--- src/rtl/cart_latch_pkg.sv ---
package cart_latch_pkg;
  localparam int DATA_W  = 8;
  localparam int KEY_W   = 4;
  localparam int BANK_W  = 2;
  localparam logic [1:0] MODE_CONFLICT = 2'd2;

  // Gather the four key-relevant bits of a stored byte into code order.
  function automatic logic [KEY_W-1:0] key_of(input logic [DATA_W-1:0] v);
    return {v[5], v[4], v[1], v[0]};
  endfunction

  // Value that reaches the register for one write.
  function automatic logic [DATA_W-1:0] merge_write(input logic [1:0] mode,
                                                    input logic [DATA_W-1:0] cpu,
                                                    input logic [DATA_W-1:0] rom);
    return (mode == MODE_CONFLICT) ? (cpu & rom) : cpu;
  endfunction
endpackage

--- src/rtl/cart_write_decode.sv ---
module cart_write_decode (
  input  logic cpu_wr,
  input  logic cpu_a15,
  output logic wr_hit
);
  assign wr_hit = cpu_wr & cpu_a15;
endmodule

--- src/rtl/cart_store.sv ---
module cart_store
  import cart_latch_pkg::*;
#(
  parameter int W = DATA_W
) (
  input  logic         clk,
  input  logic         rst_n,
  input  logic         wr_hit,
  input  logic [1:0]   conflict_mode,
  input  logic [W-1:0] cpu_data,
  input  logic [W-1:0] rom_data,
  output logic [W-1:0] latch_q
);
  logic [W-1:0] next_val;
  assign next_val = merge_write(conflict_mode, cpu_data, rom_data);

  always_ff @(posedge clk) begin
    if (!rst_n)      latch_q <= '0;
    else if (wr_hit) latch_q <= next_val;
  end

  assert_reset_clear_R1: assert property (@(posedge clk)
    !rst_n |=> latch_q == '0);
  assert_hold_R3: assert property (@(posedge clk) disable iff (!rst_n)
    !wr_hit |=> $stable(latch_q));
  assert_conflict_and_R4: assert property (@(posedge clk) disable iff (!rst_n)
    (wr_hit && conflict_mode == 2'd2) |=> latch_q == $past(cpu_data & rom_data));
  assert_plain_store_R5: assert property (@(posedge clk) disable iff (!rst_n)
    (wr_hit && conflict_mode != 2'd2) |=> latch_q == $past(cpu_data));
endmodule

--- src/rtl/cart_key_check.sv ---
module cart_key_check
  import cart_latch_pkg::*;
(
  input  logic [KEY_W-1:0] key_code,
  input  logic [KEY_W-1:0] stored_key,
  output logic             key_match
);
  assign key_match = (stored_key == key_code);
endmodule

--- src/rtl/cart_chr_out.sv ---
module cart_chr_out #(
  parameter int W      = 8,
  parameter int AW     = 13,
  parameter int BANK_W = 2
) (
  input  logic              clk,
  input  logic              rst_n,
  input  logic              enable,
  input  logic [BANK_W-1:0] bank,
  input  logic [AW-1:0]     ppu_addr,
  input  logic [W-1:0]      rom_byte,
  output logic [BANK_W+AW-1:0] chr_addr,
  output logic [W-1:0]      chr_data
);
  localparam logic [W-1:0] OPEN_BUS = '1;

  assign chr_addr = {bank, ppu_addr};
  assign chr_data = enable ? rom_byte : OPEN_BUS;

  assert_open_bus_R8: assert property (@(posedge clk) disable iff (!rst_n)
    !enable |-> chr_data == OPEN_BUS);
  assert_low_addr_R7: assert property (@(posedge clk) disable iff (!rst_n)
    chr_addr[AW-1:0] == ppu_addr);
endmodule

--- src/rtl/cart_diode_latch.sv ---
module cart_diode_latch
  import cart_latch_pkg::*;
#(
  parameter int PPU_AW = 13
) (
  input  logic                     clk,
  input  logic                     rst_n,
  input  logic [KEY_W-1:0]         key_code,
  input  logic [1:0]               conflict_mode,
  input  logic                     cpu_wr,
  input  logic                     cpu_a15,
  input  logic [DATA_W-1:0]        cpu_data,
  input  logic [DATA_W-1:0]        rom_data,
  input  logic [PPU_AW-1:0]        ppu_addr,
  input  logic [DATA_W-1:0]        chr_rom_data,
  output logic [BANK_W+PPU_AW-1:0] chr_addr,
  output logic                     chr_en,
  output logic [DATA_W-1:0]        chr_data
);
  logic              wr_hit;
  logic [DATA_W-1:0] latch_q;
  logic [KEY_W-1:0]  stored_key;

  cart_write_decode u_dec (.cpu_wr(cpu_wr), .cpu_a15(cpu_a15), .wr_hit(wr_hit));

  cart_store #(.W(DATA_W)) u_store (
    .clk(clk), .rst_n(rst_n), .wr_hit(wr_hit), .conflict_mode(conflict_mode),
    .cpu_data(cpu_data), .rom_data(rom_data), .latch_q(latch_q));

  assign stored_key = key_of(latch_q);

  cart_key_check u_key (.key_code(key_code), .stored_key(stored_key), .key_match(chr_en));

  cart_chr_out #(.W(DATA_W), .AW(PPU_AW), .BANK_W(BANK_W)) u_out (
    .clk(clk), .rst_n(rst_n), .enable(chr_en), .bank(latch_q[BANK_W-1:0]),
    .ppu_addr(ppu_addr), .rom_byte(chr_rom_data), .chr_addr(chr_addr),
    .chr_data(chr_data));

  assert_dontcare_R9: assert property (@(posedge clk) disable iff (!rst_n)
    ($stable(key_code) && $stable(latch_q[5:4]) && $stable(latch_q[1:0])) |-> $stable(chr_en));
endmodule

--- config.mk ---
export PLATFORM = sky130hd
export DESIGN_NAME = cart_diode_latch
export DESIGN_NICKNAME = d
export VERILOG_FILES = /design/src/rtl/cart_latch_pkg.sv /design/src/rtl/cart_write_decode.sv /design/src/rtl/cart_store.sv /design/src/rtl/cart_key_check.sv /design/src/rtl/cart_chr_out.sv /design/src/rtl/cart_diode_latch.sv
export SDC_FILE = /design/constraint.sdc
export NUM_CORES = 1
export LEC_CHECK = 0
export CAP_MARGIN = 20
export CORE_ASPECT_RATIO = 1.5
export CORE_MARGIN = 5
export CORE_UTILIZATION = 29
export DETAILED_ROUTE_END_ITERATION = 6
export PLACE_DENSITY = 0.93
export SLEW_MARGIN = 20
export SYNTH_ARGS = -nofsm -noshare
export SYNTH_HDL_FRONTEND = slang
export SYNTH_HIERARCHICAL = 1
export SYNTH_SLANG_ARGS = --single-unit
--- constraint.sdc ---
create_clock -name clk -period 2.48 [get_ports clk]
set_clock_uncertainty 0.05 [all_clocks]
set_input_delay 0.248 -clock clk [delete_from_list [all_inputs] [get_ports clk]]
set_output_delay 0.248 -clock clk [all_outputs]
set_load 0.05 [all_outputs]
# Yosys cells after proc, flatten, opt, wreduce, memory -nomap -nowiden
# Cells that the tools add are included.
# W data, S select, Z words.
# word_totals
register_bits	6
word_cells	7
# classes
eq_ne	2
n_mux	2
bitwise	2
# op_table
operator	n
$mux W8	1
$and A6 B6 Y6	1
$mux W6	1
$eq A4 B4 Y1	1
$eq A2 B2 Y1 const B	1
$and A1 B1 Y1	1

# Depth between registers and ports, before layout
# Gate-level depths: netlist of run 1.
# depth
word_depth	2
ltp_mapped	4
depth_no_buf	3

# Hierarchy
# Netlist of run 1, hierarchy kept.
# by_module_without_submodules
module	n_inst	cells_per_inst	area_per_inst_um2	seq_area_each_um2
cart_store	1	27	395.4	160.2
cart_chr_out	1	23	162.7	0.0
cart_key_check	1	5	47.5	0.0
cart_write_decode	1	1	6.3	0.0

# Least setup slack after synthesis of run 1
# No wires, ideal clock.
# synth_path
path_kind	flip-flop to output port
start	reg u_store.latch_q[1]
end	out chr_data[0]
arrival_time_ps	2417
slack_ps	-235
stages_incl_launch_ff	4
cell_sequence	dfxtp_1 > xor2_1 > nor4_2 > nand2b_1
# synth_via
elab_chain_cells	2
# synth_rtl
item	line	rtl
from (decl)	cart_store.sv:12	output logic [W-1:0] latch_q
from (signal assigned)	cart_store.sv:19	else if (wr_hit) latch_q <= next_val;
$eq A4 B4 Y1	cart_key_check.sv:8	assign key_match = (stored_key == key_code);
via chr_en	cart_diode_latch.sv:17	output logic chr_en,
$mux W8	cart_chr_out.sv:18	assign chr_data = enable ? rom_byte : OPEN_BUS;
to (decl)	cart_diode_latch.sv:18	output logic [DATA_W-1:0] chr_data
# The timed path passes the listed nets, and every way through them passes these cells.

# Worst setup path after layout of run 1
# layout_path
start	in key_code[1]
end	out chr_data[4]
# layout_via
elab_chain_cells	2
# layout_rtl
item	line	rtl
from (decl)	cart_diode_latch.sv:8	input logic [KEY_W-1:0] key_code,
$eq A4 B4 Y1	cart_key_check.sv:8	
$mux W8	cart_chr_out.sv:18	
# Every way passes these cells.

==> results of run 1 <==
## final cells by class
cell class | instances | share of cell area
sequential | 4 | 0.113
timing repair buffer | 36 | 0.494
clock buffer | 3 | 0.0317
multi-input combinational | 23 | 0.328
tap | 19 | 0.0335
## power by group through the flow
stage	combinational (W)	sequential (W)	clock (W)
2_1_floorplan	0.000111	0.0000708	0
3_3_place_gp	0.000105	0.0000713	0
3_5_place_dp	0.000107	0.0000713	0
4_1_cts	0.000107	0.0000704	0.0000847
5_1_grt	0.000111	0.0000706	0.0000838
6_report	0.000105	0.0000703	0.0000794
## per-stage QoR
stage | hold slack [ns] | cells
2_1_floorplan | 0.354 | 44
3_5_place_dp | 0.446 | 82
3_3_place_gp | 0.446 | 82
4_1_cts | 0.446 | 85
6_report | 0.446 | 85
5_1_grt | 0.446 | 85
## layer usage
metal | vias to the layer above | routed length, µm
li1 | 177 | -
met1 | 175 | 292
met2 | 36 | 608
met3 | 8 | 205
met4 | 0 | 29
met5 | - | 0
## final timing paths
check / from / end / slack [ns] / cells after the start
worst max-delay path: key_code[1] / chr_data[4] / 0.43 / 5
worst max register to register: u_store/latch_q[1]$_SDFFE_PN0P_ / u_store/latch_q[1]$_SDFFE_PN0P_ / 1.61 / 2
worst min-delay path: ppu_addr[6] / chr_addr[6] / 0.45 / 0
worst min register to register: u_store/latch_q[5]$_SDFFE_PN0P_ / u_store/latch_q[5]$_SDFFE_PN0P_ / 0.59 / 2
==> flow_summary_export.csv, run 1 <==
group,metric,value,unit
timing,min_period,2.05,ns
layout,final_nets,115,
global_routing,antenna_found_initial,0,
yosys,netlist_area,432,µm²
routing,detail-route-antenna-nets,0,
power,p_clk_frac,0.311,
placement,port_buffers,36,
routing,wire_per_inst,13.4,µm
min_path,hp-class,"in2out",
power,ir_drop,0.207,mV
setup_path,crit_arrival,1.75,ns
power,p_int,0.000183,W
layout,final_cell_mix,"clkdlybuf4s50_1 (27), buf_4 (8), nand2b_1 (8)",
clock_tree,cts_tree,"yes",
layout,mostFrequentLayoutCell,"clkdlybuf4s50_1",
timing,fin_ws,0.429,ns
clock_tree,cts_num_sinks,4,
clock_tree,numCtsBuffers,3,
power,power_density,360,mW/mm²
power,leakagePower,0.315,nW
layout,syn2layout_area_growth,64.3,%
layout,multi_input_area,233,µm²
status,status,"finished clean",
timing,finalSetupTns,0,ns
yosys,yosysWarnings,6,
layout,top_register,"u_store/latch_q",
routing,drtIter0Drc,1,
timing,slew_violations,0,
floorplan,core_area,0.00145,mm²
clock_tree,clock_latency,0.23,ns
floorplan,die_w,41.5,µm
layout,top_regs,"u_store/latch_q x4",
power,comb_power_share,0.413,
timing,setup_viol,0,
yosys,synthCells,44,
floorplan,rows,17,
timing,tightest_slew,0.540,ns
layout,post-route-util,0.490,
placement,dpl_cell_area,687,µm²
placement,dpl_worst_slack,0.408,ns
power,power,0.000255,W
placement,dp_hpwl,1.03,mm
global_routing,track_usage,0.0955,
setup_path,crit_path_top_delay_cell,"nor4_4",
yosys,syn-num-nets,91,
setup_path,start_kind,"input port",
global_routing,grt_pass1_wl,1.71,mm
floorplan,die_h,57.3,µm
global_routing,met1_usage,0.0606,
placement,gp_routability_congestion,0.745,
routing,drc,0,
setup_path,path_cells,"clkdlybuf4s50_1 > xor2_1 > nor4_4 > nand2b_1 > buf_4",
timing,rsz0062_at_grt,"no",
yosys,syn_area_per_cell,9.81,µm²
routing,wl,1.14,mm
global_routing,top_usage_layer,"met2",
global_routing,met3_usage,0.0442,
setup_path,end_kind,"output pin",
global_routing,grt_max_degree,10,
routing,first_pass_iters,2,
setup_path,required,2.18,ns
clock_tree,cts_htree_levels,1,
global_routing,grt_use_met2,0.181,
layout,largest_reg_flops,4,
floorplan,die_area,0.00238,mm²
global_routing,grt_pass1_vias,441,
setup_path,cp_max_fo,9,
setup_path,cp.buffers_inverters,2,
timing,finalHoldViolCount,0,
job,drv_cap,0,
setup_path,slowest_delay,0.55,ns
floorplan,ioPinCount,71,
power,pwr-share-seq,0.276,
routing,viasPerCell,4.66,
timing,finalCritPeriodShare,0.827,
clock_tree,clock_path_buffers,2,
layout,seq_area,80.1,µm²
layout,finalInstanceArea,709,µm²
clock_tree,cts_hold_buf,0,
layout,fill_cells,146,
setup_path,path_class,"in2out",
setup_path,cp_top_family,"simple AND/OR/NAND/NOR gates",
timing,relSlewSlack,0.638,
layout,diodes,0,
clock_tree,cts_setup_buffers,0,
power,swShare,0.281,
timing,timing.fmax,488,MHz
global_routing,grt-ovfl-total,0,
clock_tree,ctsResizeCount,0,
floorplan,start_util,0.298,
layout,drive_above_1_share,0.273,
power,power.switching,0.0000717,W
clock_tree,root_buffer,"clkbuf_4",
routing,dr_total_vias,396,
No activity file was read; power rests on OpenSTA's default activity.
==> run 2, diff against run 1 <==
--- a/config.mk
+++ b/config.mk
@@ -8,9 +8,9 @@
 export CAP_MARGIN = 20
 export CORE_ASPECT_RATIO = 1.5
 export CORE_MARGIN = 5
-export CORE_UTILIZATION = 29
+export CORE_UTILIZATION = 24
 export DETAILED_ROUTE_END_ITERATION = 6
-export PLACE_DENSITY = 0.93
+export PLACE_DENSITY = 0.83
 export SLEW_MARGIN = 20
 export SYNTH_ARGS = -nofsm -noshare
 export SYNTH_HDL_FRONTEND = slang
==> constraint.sdc (replaced) <==
create_clock -name clk -period 1.8 [get_ports clk]
set_clock_uncertainty 0.05 [all_clocks]
set_input_delay 0.18 -clock clk [delete_from_list [all_inputs] [get_ports clk]]
set_output_delay 0.18 -clock clk [all_outputs]
set_load 0.05 [all_outputs]
==> run 2 against run 1 <==
  * Combinational power increased by 38%
  * Die area increased by 16%
  * Largest cell class unchanged
  * Sequential power increased by 38%
  * Hold slack got worse by 0.14 ns
  * Clock power increased by 46%
==> flow_summary_export.csv, run 2 (synthesis results as in run 1) <==
group,metric,value,unit
clock_tree,root_buffer,"clkbuf_4",
setup_path,path_cells,"clkdlybuf4s50_1 > xor2_1 > nor4_4 > buf_4 > nand2b_1 > buf_4",
clock_tree,cts_num_sinks,4,
routing,drtIter0Drc,9,
placement,dp_hpwl,1.04,mm
setup_path,path_common_cell,"buf_4",
timing,hold_ws,0.310,ns
layout,seq_area,80.1,µm²
setup_path,path_class,"in2out",
setup_path,start_kind,"input port",
timing,fin_ws,0.0740,ns
clock_tree,cts_htree_levels,1,
power,leakagePower,0.322,nW
clock_tree,clock_latency,0.24,ns
status,status,"finished clean",
routing,first_pass_iters,6,
timing,slew_violations,0,
clock_tree,clock_path_buffers,2,
timing,min_period,1.73,ns
routing,dr_total_vias,379,
timing,setup_viol,0,
setup_path,cp.buffers_inverters,3,
routing,drc,0,
job,drv_cap,0,
layout,fill_cells,166,
min_path,hp-class,"in2out",
timing,finalSetupTns,0,ns
placement,post-place-cells,84,
floorplan,die_w,44.6,µm
timing,relSlewSlack,0.672,
clock_tree,numCtsBuffers,3,
placement,gp_routability_congestion,0.598,
layout,top_regs,"u_store/latch_q x4",
global_routing,grt_pass1_vias,434,
layout,mostFrequentLayoutCell,"clkdlybuf4s50_1",
routing,detail-route-antenna-nets,0,
setup_path,crit_arrival,1.50,ns
timing,finalCritPeriodShare,0.959,
global_routing,grt_pass1_wl,1.76,mm
routing,wire_per_inst,13.3,µm
layout,multi_input_area,233,µm²
setup_path,crit_path_top_delay_cell,"clkdlybuf4s50_1",
layout,syn2layout_area_growth,65.8,%
floorplan,die_area,0.00276,mm²
setup_path,cp_max_fo,9,
global_routing,grt-ovfl-total,0,
placement,dpl_worst_slack,0.0568,ns
layout,diodes,0,
layout,final_nets,116,
routing,wl,1.16,mm
layout,largest_reg_flops,4,
clock_tree,cts_tree,"yes",
placement,port_buffers,36,
timing,finalHoldViolCount,0,
floorplan,start_util,0.256,
timing,timing.fmax,579,MHz
global_routing,track_usage,0.0902,
clock_tree,cts_hold_buf,0,
global_routing,grt_max_degree,10,
timing,rsz0062_at_grt,"no",
setup_path,cp_top_family,"buffers and inverters",
timing,tightest_slew,0.491,ns
floorplan,die_h,61.9,µm
global_routing,antenna_found_initial,0,
setup_path,end_kind,"output pin",
routing,viasPerCell,4.36,
clock_tree,ctsResizeCount,0,
setup_path,slowest_delay,0.41,ns
clock_tree,cts_setup_buffers,0,
layout,final_cell_mix,"clkdlybuf4s50_1 (26), buf_4 (10), nand2b_1 (8)",
layout,final-instance-count-excl-fill,87,
floorplan,rows,18,
layout,top_register,"u_store/latch_q",
setup_path,required,1.57,ns
power,power,0.000357,W
power,ir_drop,0.362,mV
power,power_density,499,mW/mm²
layout,drive_above_1_share,0.299,
floorplan,ioPinCount,71,
floorplan,core_area,0.00169,mm²
run 2: cell count changes in the layout (fill, tap and decap cells not counted), sizes merged:
| cell | previous run | this run |
|---|---|---|
| buf | 9 | 11 |
| clkdlybuf4s50 | 27 | 26 |
run 2: report_power, final:
| part | internal (W) | total [W] | switching [W] |
|---|---|---|---|
| clock | 0.0000748 | 0.000116 | 0.0000408 |
| combinational | 0.0000855 | 0.000145 | 0.0000592 |
| sequential | 0.0000935 | 0.0000968 | 0.00000327 |
| total | 0.000254 | 0.000357 | 0.000103 |
run 2: path summary, 6_finish.rpt:
check | start | endpoint | slack, ns | cells past startpoint
worst min-delay path | ppu_addr[1] | chr_addr[1] | 0.31 | 0
worst max register to register | u_store/latch_q[0]$_SDFFE_PN0P_ | u_store/latch_q[0]$_SDFFE_PN0P_ | 0.93 | 2
worst max-delay path | key_code[2] | chr_data[3] | 0.07 | 6
worst min register to register | u_store/latch_q[4]$_SDFFE_PN0P_ | u_store/latch_q[4]$_SDFFE_PN0P_ | 0.58 | 2
run 2: routing by layer:
layer  up-vias  track usage  wire (µm)
met5         -            0          0
met4         0        0.116         71
met3        10       0.0346        236
met2        39        0.160        559
met1       153       0.0621        291
li1        177            -          -
run 2: through the flow:
step           cell area [µm²]  utilization
6_report                   716        0.424
5_1_grt                    716        0.424
4_1_cts                    716        0.424
3_5_place_dp               693        0.410
3_3_place_gp               693        0.410
2_1_floorplan              440            -
run 2: final cells by class:
type                       count  share of cell area
timing repair buffer          37               0.497
sequential                     4               0.112
multi-input combinational     23               0.325
clock buffer                   3              0.0315
tap                           20              0.0350
run 2: worst register-to-register path: stages (launching register included):
cell and delay (ns):
dfxtp_1 0.32, mux2_4 0.27, o211a_1 0.12
==> run 3, diff against run 2 <==
--- a/config.mk
+++ b/config.mk
@@ -5,7 +5,7 @@
 export SDC_FILE = /design/constraint.sdc
 export NUM_CORES = 1
 export LEC_CHECK = 0
-export CAP_MARGIN = 20
+export CAP_MARGIN = 40
 export CORE_ASPECT_RATIO = 1.5
 export CORE_MARGIN = 5
 export CORE_UTILIZATION = 24
==> results of run 3 <==
Final layout, timing and power as in run 2 (identical DEF).
